`src/rtl/mdio_pkg.sv`:
```
package mdio_pkg;
    localparam int ADR_W     = 5;
    localparam int DAT_W     = 16;
    localparam int PRE_LEN   = 32;
    localparam int FRAME_LEN = 32;
    localparam int VEC_LEN   = PRE_LEN + FRAME_LEN;
    localparam int IDX_W     = $clog2(VEC_LEN);
    localparam int HDR_LEN   = 14;

    localparam logic [1:0] OFS_CFG  = 2'd0;
    localparam logic [1:0] OFS_ADDR = 2'd1;
    localparam logic [1:0] OFS_DATA = 2'd2;
    localparam logic [1:0] OFS_OP   = 2'd3;

    localparam int CFG_ST_BIT  = 8;
    localparam int CFG_PRE_BIT = 9;
    localparam int OP_BUSY_BIT = 8;
    localparam int PHY_LSB     = 8;

    typedef struct packed {
        logic              pre_en;
        logic              st_c22;
        logic [1:0]        op;
        logic [ADR_W-1:0]  phy;
        logic [ADR_W-1:0]  rga;
        logic [DAT_W-1:0]  data;
    } mdio_req_t;
endpackage

```
`src/rtl/mdio_clk_div.sv`:
```
module mdio_clk_div #(
    parameter int DIV_W = 8
) (
    input  logic             clk,
    input  logic             rst_n,
    input  logic             run,
    input  logic [DIV_W-1:0] div,
    output logic             mdc,
    output logic             rise,
    output logic             fall
);
    typedef struct packed {
        logic [DIV_W-1:0] cnt;
        logic             mdc;
    } div_t;

    div_t s_d, s_q;
    logic tick;

    always_comb begin
        s_d  = s_q;
        tick = run && (s_q.cnt == div);
        if (!run) begin
            s_d.cnt = '0;
            s_d.mdc = 1'b0;
        end else if (tick) begin
            s_d.cnt = '0;
            s_d.mdc = ~s_q.mdc;
        end else begin
            s_d.cnt = s_q.cnt + 1'b1;
        end
    end

    always_ff @(posedge clk or negedge rst_n) begin
        if (!rst_n) s_q <= '0;
        else        s_q <= s_d;
    end

    assign mdc  = s_q.mdc;
    assign rise = tick && !s_q.mdc;
    assign fall = tick && s_q.mdc;

    // mid-phase the clock level holds
    p_half_period_r2: assert property (@(posedge clk) disable iff (!rst_n)
        run && $past(run) && (s_q.cnt != '0) |-> $stable(s_q.mdc));
endmodule

```
`src/rtl/mdio_frame_engine.sv`:
```
module mdio_frame_engine
    import mdio_pkg::*;
(
    input  logic             clk,
    input  logic             rst_n,
    input  logic             start,
    input  mdio_req_t        req,
    input  logic             rise,
    input  logic             fall,
    input  logic             mdio_i,
    output logic             busy,
    output logic             mdio_o,
    output logic             mdio_oe,
    output logic             done,
    output logic             is_rd,
    output logic [DAT_W-1:0] rdata
);
    localparam logic [IDX_W-1:0] IDX_TA   = IDX_W'(PRE_LEN + HDR_LEN);
    localparam logic [IDX_W-1:0] IDX_DAT  = IDX_W'(PRE_LEN + HDR_LEN + 2);
    localparam logic [IDX_W-1:0] IDX_LAST = IDX_W'(VEC_LEN - 1);
    localparam logic [IDX_W-1:0] IDX_NOPRE = IDX_W'(PRE_LEN);

    typedef struct packed {
        logic               busy;
        logic               rd;
        logic [IDX_W-1:0]   idx;
        logic [VEC_LEN-1:0] vec;
        logic [DAT_W-1:0]   cap;
    } eng_t;

    eng_t s_d, s_q;
    logic [FRAME_LEN-1:0] frame;

    always_comb begin
        s_d   = s_q;
        done  = 1'b0;
        frame = {1'b0, req.st_c22, req.op, req.phy, req.rga, 2'b10, req.data};
        if (start) begin
            s_d.busy = 1'b1;
            s_d.rd   = req.op[1];
            s_d.cap  = '0;
            if (req.pre_en) begin
                s_d.vec = {{PRE_LEN{1'b1}}, frame};
                s_d.idx = '0;
            end else begin
                s_d.vec = {frame, {PRE_LEN{1'b1}}};
                s_d.idx = IDX_NOPRE;
            end
        end else if (s_q.busy) begin
            if (rise && s_q.rd && (s_q.idx >= IDX_DAT))
                s_d.cap = {s_q.cap[DAT_W-2:0], mdio_i};
            if (fall) begin
                if (s_q.idx == IDX_LAST) begin
                    s_d.busy = 1'b0;
                    done     = 1'b1;
                end else begin
                    s_d.idx = s_q.idx + 1'b1;
                    s_d.vec = {s_q.vec[VEC_LEN-2:0], 1'b1};
                end
            end
        end
    end

    always_ff @(posedge clk or negedge rst_n) begin
        if (!rst_n) s_q <= '0;
        else        s_q <= s_d;
    end

    assign busy    = s_q.busy;
    assign is_rd   = s_q.rd;
    assign rdata   = s_q.cap;
    assign mdio_o  = s_q.busy ? s_q.vec[VEC_LEN-1] : 1'b1;
    assign mdio_oe = s_q.busy && !(s_q.rd && (s_q.idx >= IDX_TA));

    // the register side never launches a frame over a running one
    p_start_idle_r8: assert property (@(posedge clk) disable iff (!rst_n)
        start |-> !s_q.busy);
    // busy only ends on a falling clock strobe
    p_busy_hold_r8: assert property (@(posedge clk) disable iff (!rst_n)
        s_q.busy && !fall |=> s_q.busy);
endmodule

```
`src/rtl/mdio_master.sv`:
```
module mdio_master
    import mdio_pkg::*;
#(
    parameter int DIV_W = 8
) (
    input  logic        clk,
    input  logic        rst_n,
    input  logic        reg_wr,
    input  logic [1:0]  reg_addr,
    input  logic [15:0] reg_wdata,
    output logic [15:0] reg_rdata,
    input  logic        mdio_i,
    output logic        mdc,
    output logic        mdio_o,
    output logic        mdio_oe
);
    typedef struct packed {
        logic [DIV_W-1:0] div;
        logic             st_c22;
        logic             pre_en;
        logic [ADR_W-1:0] phy;
        logic [ADR_W-1:0] rga;
        logic [DAT_W-1:0] data;
        logic [1:0]       op;
    } regs_t;

    regs_t s_d, s_q;

    logic             busy, done, is_rd, start, rise, fall;
    logic [DAT_W-1:0] cap;
    mdio_req_t        req;

    assign start = reg_wr && (reg_addr == OFS_OP) && !busy;

    always_comb begin
        s_d = s_q;
        if (reg_wr) begin
            unique case (reg_addr)
                OFS_CFG: begin
                    s_d.div    = reg_wdata[DIV_W-1:0];
                    s_d.st_c22 = reg_wdata[CFG_ST_BIT];
                    s_d.pre_en = reg_wdata[CFG_PRE_BIT];
                end
                OFS_ADDR: begin
                    s_d.rga = reg_wdata[ADR_W-1:0];
                    s_d.phy = reg_wdata[PHY_LSB+ADR_W-1:PHY_LSB];
                end
                OFS_DATA: s_d.data = reg_wdata[DAT_W-1:0];
                OFS_OP:   if (!busy) s_d.op = reg_wdata[1:0];
                default: ;
            endcase
        end
        if (done && is_rd) s_d.data = cap;
    end

    always_ff @(posedge clk or negedge rst_n) begin
        if (!rst_n) s_q <= '0;
        else        s_q <= s_d;
    end

    always_comb begin
        req.pre_en = s_q.pre_en;
        req.st_c22 = s_q.st_c22;
        req.op     = reg_wdata[1:0];
        req.phy    = s_q.phy;
        req.rga    = s_q.rga;
        req.data   = s_q.data;
    end

    always_comb begin
        reg_rdata = '0;
        unique case (reg_addr)
            OFS_CFG: begin
                reg_rdata[DIV_W-1:0]  = s_q.div;
                reg_rdata[CFG_ST_BIT]  = s_q.st_c22;
                reg_rdata[CFG_PRE_BIT] = s_q.pre_en;
            end
            OFS_ADDR: begin
                reg_rdata[ADR_W-1:0]                 = s_q.rga;
                reg_rdata[PHY_LSB+ADR_W-1:PHY_LSB]   = s_q.phy;
            end
            OFS_DATA: reg_rdata[DAT_W-1:0] = s_q.data;
            OFS_OP: begin
                reg_rdata[1:0]         = s_q.op;
                reg_rdata[OP_BUSY_BIT] = busy;
            end
            default: ;
        endcase
    end

    mdio_clk_div #(.DIV_W(DIV_W)) u_clk (
        .clk  (clk),
        .rst_n(rst_n),
        .run  (busy),
        .div  (s_q.div),
        .mdc  (mdc),
        .rise (rise),
        .fall (fall)
    );

    mdio_frame_engine u_eng (
        .clk    (clk),
        .rst_n  (rst_n),
        .start  (start),
        .req    (req),
        .rise   (rise),
        .fall   (fall),
        .mdio_i (mdio_i),
        .busy   (busy),
        .mdio_o (mdio_o),
        .mdio_oe(mdio_oe),
        .done   (done),
        .is_rd  (is_rd),
        .rdata  (cap)
    );

    // clock parked low outside frames
    p_idle_low_r2: assert property (@(posedge clk) disable iff (!rst_n)
        !busy |-> !mdc);
    // driven data moves only with a falling clock
    p_mdio_on_fall_r9: assert property (@(posedge clk) disable iff (!rst_n)
        busy && $past(busy) && mdio_oe && $past(mdio_oe) && !$stable(mdio_o)
        |-> $fell(mdc));
    // once released inside a frame, the line stays released
    p_read_release_r5: assert property (@(posedge clk) disable iff (!rst_n)
        busy && !mdio_oe |=> !mdio_oe);
endmodule

```
`config.mk`:
```
export PLATFORM = sky130hd
export DESIGN_NAME = mdio_master
export DESIGN_NICKNAME = d
export VERILOG_FILES = /design/src/rtl/mdio_pkg.sv /design/src/rtl/mdio_clk_div.sv /design/src/rtl/mdio_frame_engine.sv /design/src/rtl/mdio_master.sv
export SDC_FILE = /design/constraint.sdc
export NUM_CORES = 1
export LEC_CHECK = 0
export BUFFER_PORTS_ARGS = -buffer_cell sky130_fd_sc_hd__buf_2
export CAP_MARGIN = 25
export CORE_ASPECT_RATIO = 0.5
export CORE_MARGIN = 4
export CORE_UTILIZATION = 48
export DETAILED_ROUTE_END_ITERATION = 8
export PLACE_DENSITY = 0.65
export SLEW_MARGIN = 20
export SYNTH_ARGS = -nofsm -noshare
export SYNTH_HDL_FRONTEND = slang
export SYNTH_SLANG_ARGS = --single-unit
```
`constraint.sdc`:
```
create_clock -name clk -period 4.48 [get_ports clk]
set_clock_uncertainty 0.05 [all_clocks]
set_input_delay 0.224 -clock clk [delete_from_list [all_inputs] [get_ports clk]]
set_output_delay 0.224 -clock clk [all_outputs]
set_load 0.005 [all_outputs]
```
Yosys cells after proc, flatten, opt, wreduce, memory -nomap -nowiden
Cells that the tools add are included.
{"block": "op_classes", "n_bitwise": 2, "n_lt_le_gt_ge": 2, "muxes": 30, "n_eq_ne": 7, "n_reduce_logical": 25, "n_addsub": 2}
{"operator": "$mux W70", "count": 3}
{"operator": "$mux W86", "count": 2}
{"operator": "$mux W16", "count": 3}
{"operator": "$mux W18", "count": 1}
{"operator": "$ge A6 B6 Y1 const B", "count": 2}
{"operator": "$pmux W3 S2", "count": 2}
{"operator": "$logic_and A1 B1 Y1", "count": 10}
{"operator": "$mux W1", "count": 10}
{"operator": "$reduce_bool A2 Y1", "count": 5}
{"operator": "$mux W9", "count": 1}
{"operator": "$pmux W3 S3", "count": 1}
{"operator": "$add A8 B1 Y8 const B", "count": 1}
{"operator": "$eq A8 B8 Y1", "count": 1}
{"operator": "$mux W8", "count": 1}
{"operator": "$pmux W2 S4", "count": 1}
{"operator": "$reduce_and A2 Y1", "count": 4}
{"operator": "$add A6 B1 Y6 const B", "count": 1}
{"operator": "$eq A6 B6 Y1 const B", "count": 1}
{"operator": "$reduce_and A3 Y1", "count": 2}
{"operator": "$eq A2 B2 Y1 const B", "count": 2}
{"operator": "$mux W2", "count": 2}
{"operator": "$ne A2 B2 Y1 const B", "count": 2}
{"operator": "$pmux W1 S4", "count": 1}
{"operator": "$logic_not A1 Y1", "count": 3}
{"operator": "5 further kinds", "count": 6}
{"block": "word_totals", "elab_cells": 82, "input_bits": 22, "ff_bits": 135, "out_inout_bits": 19}

Longest topological paths before layout
Gate-level depths: netlist (run 1).
{"block": "depth", "depth_word": 9, "depth_mapped": 9, "mapped_depth_nobuf": 6}

Cells and area by module
A second synthesis (run 1) with hierarchy kept.
{"block": "unflattened", "hier_cells": 818, "hier_area_um2": 8032.7}
{"module": "mdio_frame_engine", "seq_area_each_um2": 2202.1, "cells_each": 577, "area_per_inst_um2": 5328.9, "n_inst": 1}
{"module": "mdio_master", "seq_area_each_um2": 950.9, "cells_each": 192, "area_per_inst_um2": 2210.9, "n_inst": 1}
{"module": "mdio_clk_div", "seq_area_each_um2": 225.2, "cells_each": 49, "area_per_inst_um2": 493.0, "n_inst": 1}

Worst setup path after synthesis (run 1)
OpenSTA, ideal clock, no wires.
{"block": "synth_timing", "path_kind": "register to register", "startpoint": "register u_clk.s_q[6] in the netlist's numbering", "endpoint": "register s_q, in the netlist req[10]", "synth_period_minus_slack_ns": 2.161, "stages_incl_launch_ff": 7, "n_path_buf": 1, "required_ns": 4.305, "setup_ns": 0.125, "arrival_ns": 1.987, "path_slack_ns": 2.319, "path_cell_list": "dfrtp_1 xor2_1 nor4_2 nand3_1 nor3_4 buf_4 mux2_2"}
{"block": "synth_between", "elab_chain_len": 9, "elab_cells_between_ends": 11, "cone_classes": "eq/ne (1); mux (4); reduce/logical (6)"}
{"item": "start: declaration", "line_no": "mdio_clk_div.sv:17", "rtl": "div_t s_d, s_q;"}
{"item": "start signal: assignment", "line_no": "mdio_clk_div.sv:35", "rtl": "if (!rst_n) s_q <= '0;"}
{"item": "start signal: assignment", "line_no": "mdio_clk_div.sv:36", "rtl": "else s_q <= s_d;"}
{"item": "$eq A8 B8 Y1 *", "line_no": "mdio_clk_div.sv:22", "rtl": "tick = run && (s_q.cnt == div);"}
{"item": "$logic_and A1 B1 Y1 *", "line_no": "mdio_clk_div.sv:22"}
{"item": "$logic_and A1 B1 Y1 *", "line_no": "mdio_clk_div.sv:41", "rtl": "assign fall = tick && s_q.mdc;"}
{"item": "$mux W1 *", "line_no": "mdio_frame_engine.sv:52", "rtl": "if (fall) begin"}
{"item": "$mux W1 *", "line_no": "mdio_frame_engine.sv:49", "rtl": "end else if (s_q.busy) begin"}
{"item": "$mux W1 *", "line_no": "mdio_frame_engine.sv:38", "rtl": "if (start) begin"}
{"item": "$logic_and A1 B1 Y1 *", "line_no": "mdio_master.sv:53", "rtl": "if (done && is_rd) s_d.data = cap;"}
{"item": "$reduce_bool A2 Y1 (no line)"}
{"item": "$reduce_and A2 Y1 (no line)"}
{"item": "end signal: assignment", "line_no": "mdio_master.sv:57", "rtl": "if (!rst_n) s_q <= '0;"}
{"item": "end signal: assignment", "line_no": "mdio_master.sv:58", "rtl": "else s_q <= s_d;"}
{"item": "end: declaration", "line_no": "mdio_master.sv:27", "rtl": "regs_t s_d, s_q;"}
Mark *: on every way between the ends. The rest lies on a longest branch, timed or not.
A chain may end at the register's enable or synchronous reset.

Worst setup path after layout (run 1)
{"block": "layout_timing", "startpoint": "register u_eng.s_q[81] in the netlist's numbering", "endpoint": "register u_eng.s_q[18] in the netlist's numbering"}
{"block": "layout_between", "elab_chain_len": 3}
{"item": "start: declaration", "line_no": "mdio_frame_engine.sv:31", "rtl": "eng_t s_d, s_q;"}
{"item": "start signal: assignment", "line_no": "mdio_frame_engine.sv:65", "rtl": "if (!rst_n) s_q <= '0;"}
{"item": "start signal: assignment", "line_no": "mdio_frame_engine.sv:66", "rtl": "else s_q <= s_d;"}
{"item": "$eq A6 B6 Y1", "line_no": "mdio_frame_engine.sv:53", "rtl": "if (s_q.idx == IDX_LAST) begin"}
{"item": "$ne A2 B2 Y1 (no line)"}
{"item": "$reduce_and A3 Y1 (no line)"}
Every way passes these cells.

==> out/qor.tcl, run 1 <==
set qor(fmax_ghz) 0.356
set qor(synthDominantAreaCellType) {sky130_fd_sc_hd__dfrtp_1}
set qor(maxCapViolCount) 0
set qor(critical_path.endpoint_type) {flop}
set qor(r2r_setup_slack_ps) 1670
set qor(clockPowerShare) 0.344
set qor(clkLatencyLatePin_ps) 410
set qor(clk_pin_slew_ps) 60
set qor(first_global_vias) 4806
set qor(area_delta_synth_final_pct) 15.1
set qor(power.leakage_nw) 3.28
set qor(antenna_violating_nets_post_route) 0
set qor(fp.dieW_um) 172
set qor(grt_setup_unrepaired) {false}
set qor(ys.flop_type) {sky130_fd_sc_hd__dfrtp_1}
set qor(switching_share) 0.307
set qor(crit_path_category) {reg -> reg}
set qor(grt_util_all_layers) 0.214
set qor(hold_class) {in -> reg}
set qor(crit_path_start_kind) {flop}
set qor(final-max-slew-violation-count) 0
set qor(floorplan.die_area_um2) 15500
set qor(dieHeight_um) 90.1
set qor(max_slew_margin) 0.323
set qor(worst_ep_arrival_ps) 3090
set qor(ys_ff_latch) 135
set qor(crit_required_ps) 4760
set qor(yosys_warnings) 0
set qor(report.final.hold_viol_count) 0
set qor(synth_most_common_cell) {sky130_fd_sc_hd__nand2_1}
set qor(grt_max_degree) 107
set qor(drive_above_1_share) 0.196
set qor(num-fill-cells) 1129
set qor(timing.reg2reg.worst_path_depth) 7
set qor(place.detailed.hpwl_um) 10000
set qor(route.vias.total) 4990
set qor(critPathMaxFanout) 36
set qor(viasPerCell) 5.75
set qor(synth_top_cells_by_area) {sky130_fd_sc_hd__dfrtp_1 52%, sky130_fd_sc_hd__nand2_1 9.5%, sky130_fd_sc_hd__mux2_2 8.9%}
set qor(antenna-diode-count) 0
set qor(antenna_found_initial) 0
set qor(final.period_utilization) 0.627
set qor(synth-async-reset-ratio) 1.00
set qor(numCtsBuffers) 17
set qor(final_net_count) 714
set qor(synth.yosys.seq_area_share) 0.522
set qor(gpl.final_weighted_congestion) 0.754
set qor(worst_hold_startpoint) {reg_wdata[5]}
set qor(post_drt_wl_per_cell_um) 18.6
set qor(power_report.internal_total_mw) 3.03
set qor(final_core_util) 0.577
set qor(drcViolationCount) 0
set qor(globalRouteOverflowTotal) 0
set qor(finalSetupTns_ps) 0
set qor(largest_vdd_supply_drop_uv) 275
set qor(crit_chain) {ha_1 -> and3_1 -> a21boi_0 -> and4_2 -> buf_4 -> nand2_1 -> a31oi_1}
set qor(pin_count) 41
set qor(synth_nets) 693
set qor(post_cts.repair.setup_buffers) 0
set qor(cts_tree) {yes}
set qor(design.core.area_um2) 12900
set qor(switching_power_mw) 1.35
set qor(cp_top_family) {simple AND/OR/NAND/NOR gates}
set qor(worst_hold_path.num_cells) 2
set qor(timing.final.crit_period_ps) 2810
set qor(cellPowerDensity_nw_per_um2) 587
set qor(yosysTopAreaCellShare) 0.522
set qor(port_buffers) 40
set qor(post_synth_num_cell_types) 39
set qor(area_of_combinational_cells_with_multiple_inputs_um2) 2880
set qor(seq_power_share) 0.470
set qor(holdPathEnd) {s_q[35]$_DFFE_PN0P_}
set qor(number_of_standard_cell_rows_in_the_floorplan) 29
set qor(initial_core_util) 0.501
set qor(cp.buffers_inverters) 1
set qor(detail_route.wirelength_um) 16200
set qor(tightest_slew_ps) 1020
set qor(grt_pass1_wl_um) 26200
set qor(cts-root-buf) {sky130_fd_sc_hd__clkbuf_16}
set qor(hold-worst-slack_ps) 6.17
set qor(post_cts_resized) 0
set qor(run_status) {finished, final reports clean}
set qor(cts_sinks) 135
set qor(drt-initial-drc-count) 481
set qor(postSynthCellCount) 664
set qor(cts-htree-levels) 4
set qor(crit-reg2reg-capture) {u_eng.s_q[18]$_DFFE_PN0P_}
set qor(number_of_flops_mapped_to_enable_cells_by_yosys) 0
set qor(register_area_um2) 3380
set qor(drt_pre_antenna_iters) 5
set qor(cpMaxStageDelayCell) {sky130_fd_sc_hd__and4_2}
set qor(regToRegStartpoint) {u_eng.s_q[81]$_DFFE_PN0P_}
set qor(setup-violations-final) 0
set qor(post_cts_hold_buffer_count) 3
set qor(cp_num_cells) 7
set qor(power.combinational.fraction) 0.186
set qor(post_synth.cell_area_avg_um2) 9.75
set qor(cts.path.max_buffers) 2
set qor(yosys-top-cells-count) {164 x sky130_fd_sc_hd__nand2_1, 135 x sky130_fd_sc_hd__dfrtp_1, 51 x sky130_fd_sc_hd__mux2_2, 48 x sky130_fd_sc_hd__a31oi_1, 42 x sky130_fd_sc_hd__clkbuf_1}
set qor(syn_area_um2) 6470
set qor(critical_path.max_stage_delay_ps) 730
-- layer usage --
metal,part of all wire,GRT usage
met2,0.43,0.295
met4,0.011,0.0582
met3,0.054,0.0456
met5,0,0
met1,0.50,0.338
-- layout make-up --
class                           instances  share of cell area
Timing Repair Buffer                   51              0.0425
Inverter                                7             0.00353
Tap cell                              170              0.0286
Clock inverter                         13              0.0260
Clock buffer                           19              0.0595
Multi-Input combinational cell        473               0.386
Sequential cell                       135               0.454
-- worst max path at each step --
stage                                      to                 startpoint
finish              u_eng.s_q[18]$_DFFE_PN0P_  u_eng.s_q[81]$_DFFE_PN0P_
CTS                 u_eng.s_q[18]$_DFFE_PN0P_  u_eng.s_q[81]$_DFFE_PN0P_
detailed placement  u_eng.s_q[79]$_DFFE_PN0P_     u_clk.s_q[6]$_DFF_PN0_
floorplan                 req[10]$_DFFE_PN0P_     u_clk.s_q[6]$_DFF_PN0_
global placement    u_eng.s_q[50]$_DFFE_PN0P_  u_eng.s_q[80]$_DFFE_PN0P_
global route        u_eng.s_q[18]$_DFFE_PN0P_     u_clk.s_q[6]$_DFF_PN0_
-- power by group through the flow --
stage          Sequential [mW]  Combinational, mW  Clock [mW]
2_1_floorplan             1.91              0.652           0
3_3_place_gp              2.05              0.778           0
3_5_place_dp              2.05              0.813           0
4_1_cts                   2.04              0.820        1.51
5_1_grt                   2.11              0.943        1.58
6_report                  2.06              0.816        1.50
-- registers in the layout, summed over array words and instances (netlist names) --
| name | count |
|---|---|
| s_q | 10 |
| u_eng.rdata | 16 |
| u_clk.mdc | 1 |
| u_eng.is_rd | 1 |
| u_clk.s_q | 8 |
| u_eng.s_q | 70 |
| u_eng.busy | 1 |
| req | 28 |
-- placed cells by master, fill, tap and decap left out, types with 4 or more instances in the layout --
cell                         instances
sky130_fd_sc_hd__ha_1                7
sky130_fd_sc_hd__xor2_1             13
sky130_fd_sc_hd__nand3_1            11
sky130_fd_sc_hd__bufinv_16           4
sky130_fd_sc_hd__nand2_1           164
sky130_fd_sc_hd__nor3_1             30
sky130_fd_sc_hd__nor2_1             16
sky130_fd_sc_hd__nor3b_1            27
sky130_fd_sc_hd__o21ai_0            19
sky130_fd_sc_hd__inv_6               4
sky130_fd_sc_hd__a222oi_1            7
sky130_fd_sc_hd__clkinvlp_4          4
sky130_fd_sc_hd__dfrtp_1           135
sky130_fd_sc_hd__buf_4               7
sky130_fd_sc_hd__inv_1               7
sky130_fd_sc_hd__and3_1              5
sky130_fd_sc_hd__a31oi_1            48
sky130_fd_sc_hd__a21oi_1            34
sky130_fd_sc_hd__and2_1              7
sky130_fd_sc_hd__mux2_2             51
sky130_fd_sc_hd__clkbuf_16          17
sky130_fd_sc_hd__buf_2              39
-- metrics by stage --
step	area (µm²)	setup slack, ps	total power [mW]	cells
final	7450	1670	4.38	868
after global routing	7450	1500	4.63	868
after CTS	7420	1690	4.38	867
after detailed placement	6750	1730	2.86	832
after global placement	6750	1810	2.83	832
after floorplan	6470	2320	2.56	664
-- kinds of logic after synthesis --
group           after synthesis  synth area share
flops                       135             0.522
mux                          55            0.0951
buf+inv                      56            0.0342
compound gates              119             0.112
simple gates                276             0.202
fa+ha+maj                     7            0.0135
xor+xnor                     16            0.0216
-- worst register-to-register path: stages (launching register included) --
cell and delay [ps]:
sky130_fd_sc_hd__dfrtp_1 430, sky130_fd_sc_hd__ha_1 250, sky130_fd_sc_hd__and3_1 240, sky130_fd_sc_hd__a21boi_0 240, sky130_fd_sc_hd__and4_2 730, sky130_fd_sc_hd__buf_4 480
sky130_fd_sc_hd__nand2_1 120, sky130_fd_sc_hd__a31oi_1 190
No activity file was read; power rests on OpenSTA's default activity.
==> inputs of run 2 (changes only) <==
--- a/config.mk
+++ b/config.mk
@@ -11,7 +11,7 @@
 export CORE_MARGIN = 4
 export CORE_UTILIZATION = 48
 export DETAILED_ROUTE_END_ITERATION = 8
-export PLACE_DENSITY = 0.65
+export PLACE_DENSITY = 0.68
 export SLEW_MARGIN = 20
 export SYNTH_ARGS = -nofsm -noshare
 export SYNTH_HDL_FRONTEND = slang
==> constraint.sdc (replaced) <==
create_clock -name clk -period 2.25 [get_ports clk]
set_clock_uncertainty 0.05 [all_clocks]
set_input_delay 0.1125 -clock clk [delete_from_list [all_inputs] [get_ports clk]]
set_output_delay 0.1125 -clock clk [all_outputs]
set_load 0.005 [all_outputs]
==> out/qor.tcl, run 2 (synthesis results as in run 1) <==
set qor(run_status) {finished, final reports clean}
set qor(clockPowerShare) 0.331 ;# -0.013
set qor(initial_core_util) 0.501 ;# unchanged
set qor(post_drt_wl_per_cell_um) 18.1 ;# -2.9%
set qor(drt_pre_antenna_iters) 8 ;# +3
set qor(largest_register_ffs) 70 ;# unchanged
set qor(cts_sinks) 135 ;# unchanged
set qor(power.combinational.fraction) 0.201 ;# +0.015
set qor(post-route-cell-area_um2) 7790 ;# +4.6%
set qor(max_slew_margin) 0.617 ;# +0.294
set qor(numCtsBuffers) 17 ;# unchanged
set qor(dpl-instance-area_um2) 6990 ;# +3.6%
set qor(floorplan.die_area_um2) 15500 ;# unchanged
set qor(final.period_utilization) 0.948 ;# +0.321
set qor(cellPowerDensity_nw_per_um2) 1110 ;# +90%
set qor(critPathMaxFanout) 6 ;# -83%
set qor(report.final.hold_viol_count) 0 ;# unchanged
set qor(drt-initial-drc-count) 407 ;# -15%
set qor(dp_cells) 854 ;# +2.6%
set qor(finalSetupTns_ps) 0 ;# unchanged
set qor(number_of_standard_cell_rows_in_the_floorplan) 29 ;# unchanged
set qor(r2r_setup_slack_ps) 120 ;# -1550 ps
set qor(place.detailed.hpwl_um) 10600 ;# +5.4%
set qor(cts.path.max_buffers) 2 ;# unchanged
set qor(switching_power_mw) 2.70 ;# +100%
set qor(mostFrequentLayoutCells) {164 x sky130_fd_sc_hd__nand2_1, 134 x sky130_fd_sc_hd__dfrtp_1, 51 x sky130_fd_sc_hd__mux2_2, 48 x sky130_fd_sc_hd__a31oi_1, 39 x sky130_fd_sc_hd__buf_2}
set qor(critical_path.endpoint_type) {flop}
set qor(grt_pass1_wl_um) 26800 ;# +2.4%
set qor(report.power.total_mw) 8.68 ;# +98%
set qor(switching_share) 0.311 ;# +0.00338
set qor(crit_path_start_kind) {flop}
set qor(worst_ep_arrival_ps) 2410 ;# -680 ps
set qor(cts_tree) {yes}
set qor(fmax_ghz) 0.469 ;# +32%
set qor(layout.cells.non_filler) 904 ;# +4.1%
set qor(drcViolationCount) 0 ;# unchanged
set qor(power.leakage_nw) 3.44 ;# +5.0%
set qor(cp_top_family) {simple AND/OR/NAND/NOR gates}
set qor(port_buffers) 40 ;# unchanged
set qor(power_report.internal_total_mw) 5.98 ;# +97%
set qor(clk_pin_slew_ps) 60 ;# about the same
set qor(critical_path.max_stage_delay_ps) 550 ;# -180 ps
set qor(grt_setup_unrepaired) {false}
set qor(seq_power_share) 0.468 ;# -0.002
set qor(largest_vdd_supply_drop_uv) 594 ;# +120%
set qor(final_common_cell) {sky130_fd_sc_hd__nand2_1}
set qor(antenna-diode-count) 0 ;# unchanged
set qor(fin_ws_ps) 117 ;# -1550 ps
set qor(viasPerCell) 5.82 ;# +1.2%
set qor(cpMaxStageDelayCell) {sky130_fd_sc_hd__or4_1}
set qor(route.vias.total) 5261 ;# +5.4%
set qor(dieHeight_um) 90.1 ;# unchanged
set qor(grt_util_all_layers) 0.217 ;# +0.00336
set qor(detail_route.wirelength_um) 16300 ;# +1.1%
set qor(crit_chain) {xor2_1 -> nor4_2 -> buf_4 -> buf_4 -> nand4_1 -> or4_1 -> a31oi_1}
set qor(timing.final.crit_period_ps) 2130 ;# -677 ps
set qor(hold_class) {in -> reg}
set qor(crit_required_ps) 2530 ;# -2230 ps
set qor(antenna_found_initial) 0 ;# unchanged
set qor(cp.buffers_inverters) 2 ;# +1
set qor(antenna_violating_nets_post_route) 0 ;# unchanged
set qor(dpl_worst_slack_ps) 69.3 ;# -1670 ps
set qor(gpl.final_weighted_congestion) 0.852 ;# +13%
set qor(fp.dieW_um) 172 ;# unchanged
set qor(globalRouteOverflowTotal) 0 ;# unchanged
set qor(setup-violations-final) 0 ;# unchanged
set qor(cpMostUsedCell) {sky130_fd_sc_hd__buf_4}
set qor(grt_max_degree) 61 ;# -43%
set qor(tightest_slew_ps) 575 ;# -441 ps
set qor(cts-root-buf) {sky130_fd_sc_hd__clkbuf_16}
set qor(area_delta_synth_final_pct) 20.4
set qor(final_net_count) 750 ;# +5.0%
set qor(maxCapViolCount) 0 ;# unchanged
set qor(pin_count) 41 ;# unchanged
set qor(first_global_vias) 5026 ;# +4.6%
set qor(drive_above_1_share) 0.219 ;# +0.0231
set qor(max_flop_register) {u_eng.s_q}
set qor(crit_path_category) {reg -> reg}
set qor(clkLatencyLatePin_ps) 410 ;# about the same
set qor(design.core.area_um2) 12900 ;# unchanged
set qor(final-max-slew-violation-count) 0 ;# unchanged
set qor(cts-htree-levels) 4 ;# unchanged
run 2: cell count changes in the layout (fill, tap and decap cells not counted):
cell                            previous run  this run
sky130_fd_sc_hd__a21boi_0                  1         0
sky130_fd_sc_hd__a21boi_2                  0         1
sky130_fd_sc_hd__buf_12                    0         6
sky130_fd_sc_hd__buf_16                    1         0
sky130_fd_sc_hd__buf_4                     7        24
sky130_fd_sc_hd__bufinv_16                 4         3
sky130_fd_sc_hd__clkinv_4                  1         3
sky130_fd_sc_hd__clkinvlp_4                4         5
sky130_fd_sc_hd__dfrtp_1                 135       134
sky130_fd_sc_hd__dfrtp_2                   0         1
sky130_fd_sc_hd__dlygate4sd3_1             3        17
sky130_fd_sc_hd__inv_6                     4         2
run 2: area by class of cell:
type,instances,area (µm²)
Fill cell,1062,5130
Sequential cell,135,3380
Multi-Input combinational cell,473,2880
Timing Repair Buffer,87,677
Clock buffer,19,443
Tap cell,170,213
Clock inverter,13,171
Inverter,7,26.3
run 2: power groups by stage:
stage               Combinational [mW]  Sequential, mW  Clock, mW
finish                            1.75            4.06       2.87
global route                      1.98            4.17       3.01
CTS                               1.74            4.04       2.89
detailed placement                1.71            4.06          0
global placement                  1.63            4.03          0
floorplan                         1.30            3.80          0
run 2: routing by layer:
metal / vias to the layer above / global-route usage / wire length, µm
li1: 2438 / - / -
met1: 2630 / 0.317 / 7590
met2: 170 / 0.333 / 7520
met3: 23 / 0.0451 / 939
met4: 0 / 0.0562 / 271
met5: - / 0 / 0
run 2: path summary, 6_finish.rpt:
path / startpoint / to / cells after the start
max reg2reg: u_clk.s_q[1]$_DFF_PN0_ / u_eng.s_q[85]$_DFFE_PN0P_ / 7
min reg2reg: s_q[1]$_DFFE_PN0P_ / s_q[1]$_DFFE_PN0P_ / 2
max in group asynchronous: rst_n / u_eng.s_q[78]$_DFFE_PN0P_ / 3
min: reg_wdata[14] / req[14]$_DFFE_PN0P_ / 3
min in group asynchronous: rst_n / req[7]$_DFFE_PN0P_ / 2
max: u_clk.s_q[1]$_DFF_PN0_ / u_eng.s_q[85]$_DFFE_PN0P_ / 7
run 2: through the flow:
step           hold slack, ps  utilization
2_1_floorplan            -233            -
3_3_place_gp             82.4        0.541
3_5_place_dp             70.6        0.541
4_1_cts                  15.8        0.602
5_1_grt                  27.1        0.603
6_report                 20.1        0.603
run 2: what timing repair did:
action	4_1_cts	5_1_grt
buffers inserted	0	1
setup endpoints to repair	0	51
endpoints found under the hold margin	78	0
resized for setup	0	3
hold buffers	17	0
run 2: worst reg2reg max path, delay by kind of cell (launching register included):
| kind | cells | cell delay (ps) |
|---|---|---|
| flip-flops | 1 | 440 |
| AND/OR/NAND/NOR | 3 | 930 |
| AO/OA/AOI/OAI | 1 | 190 |
| buffers and inverters | 2 | 270 |
| XOR/XNOR | 1 | 180 |
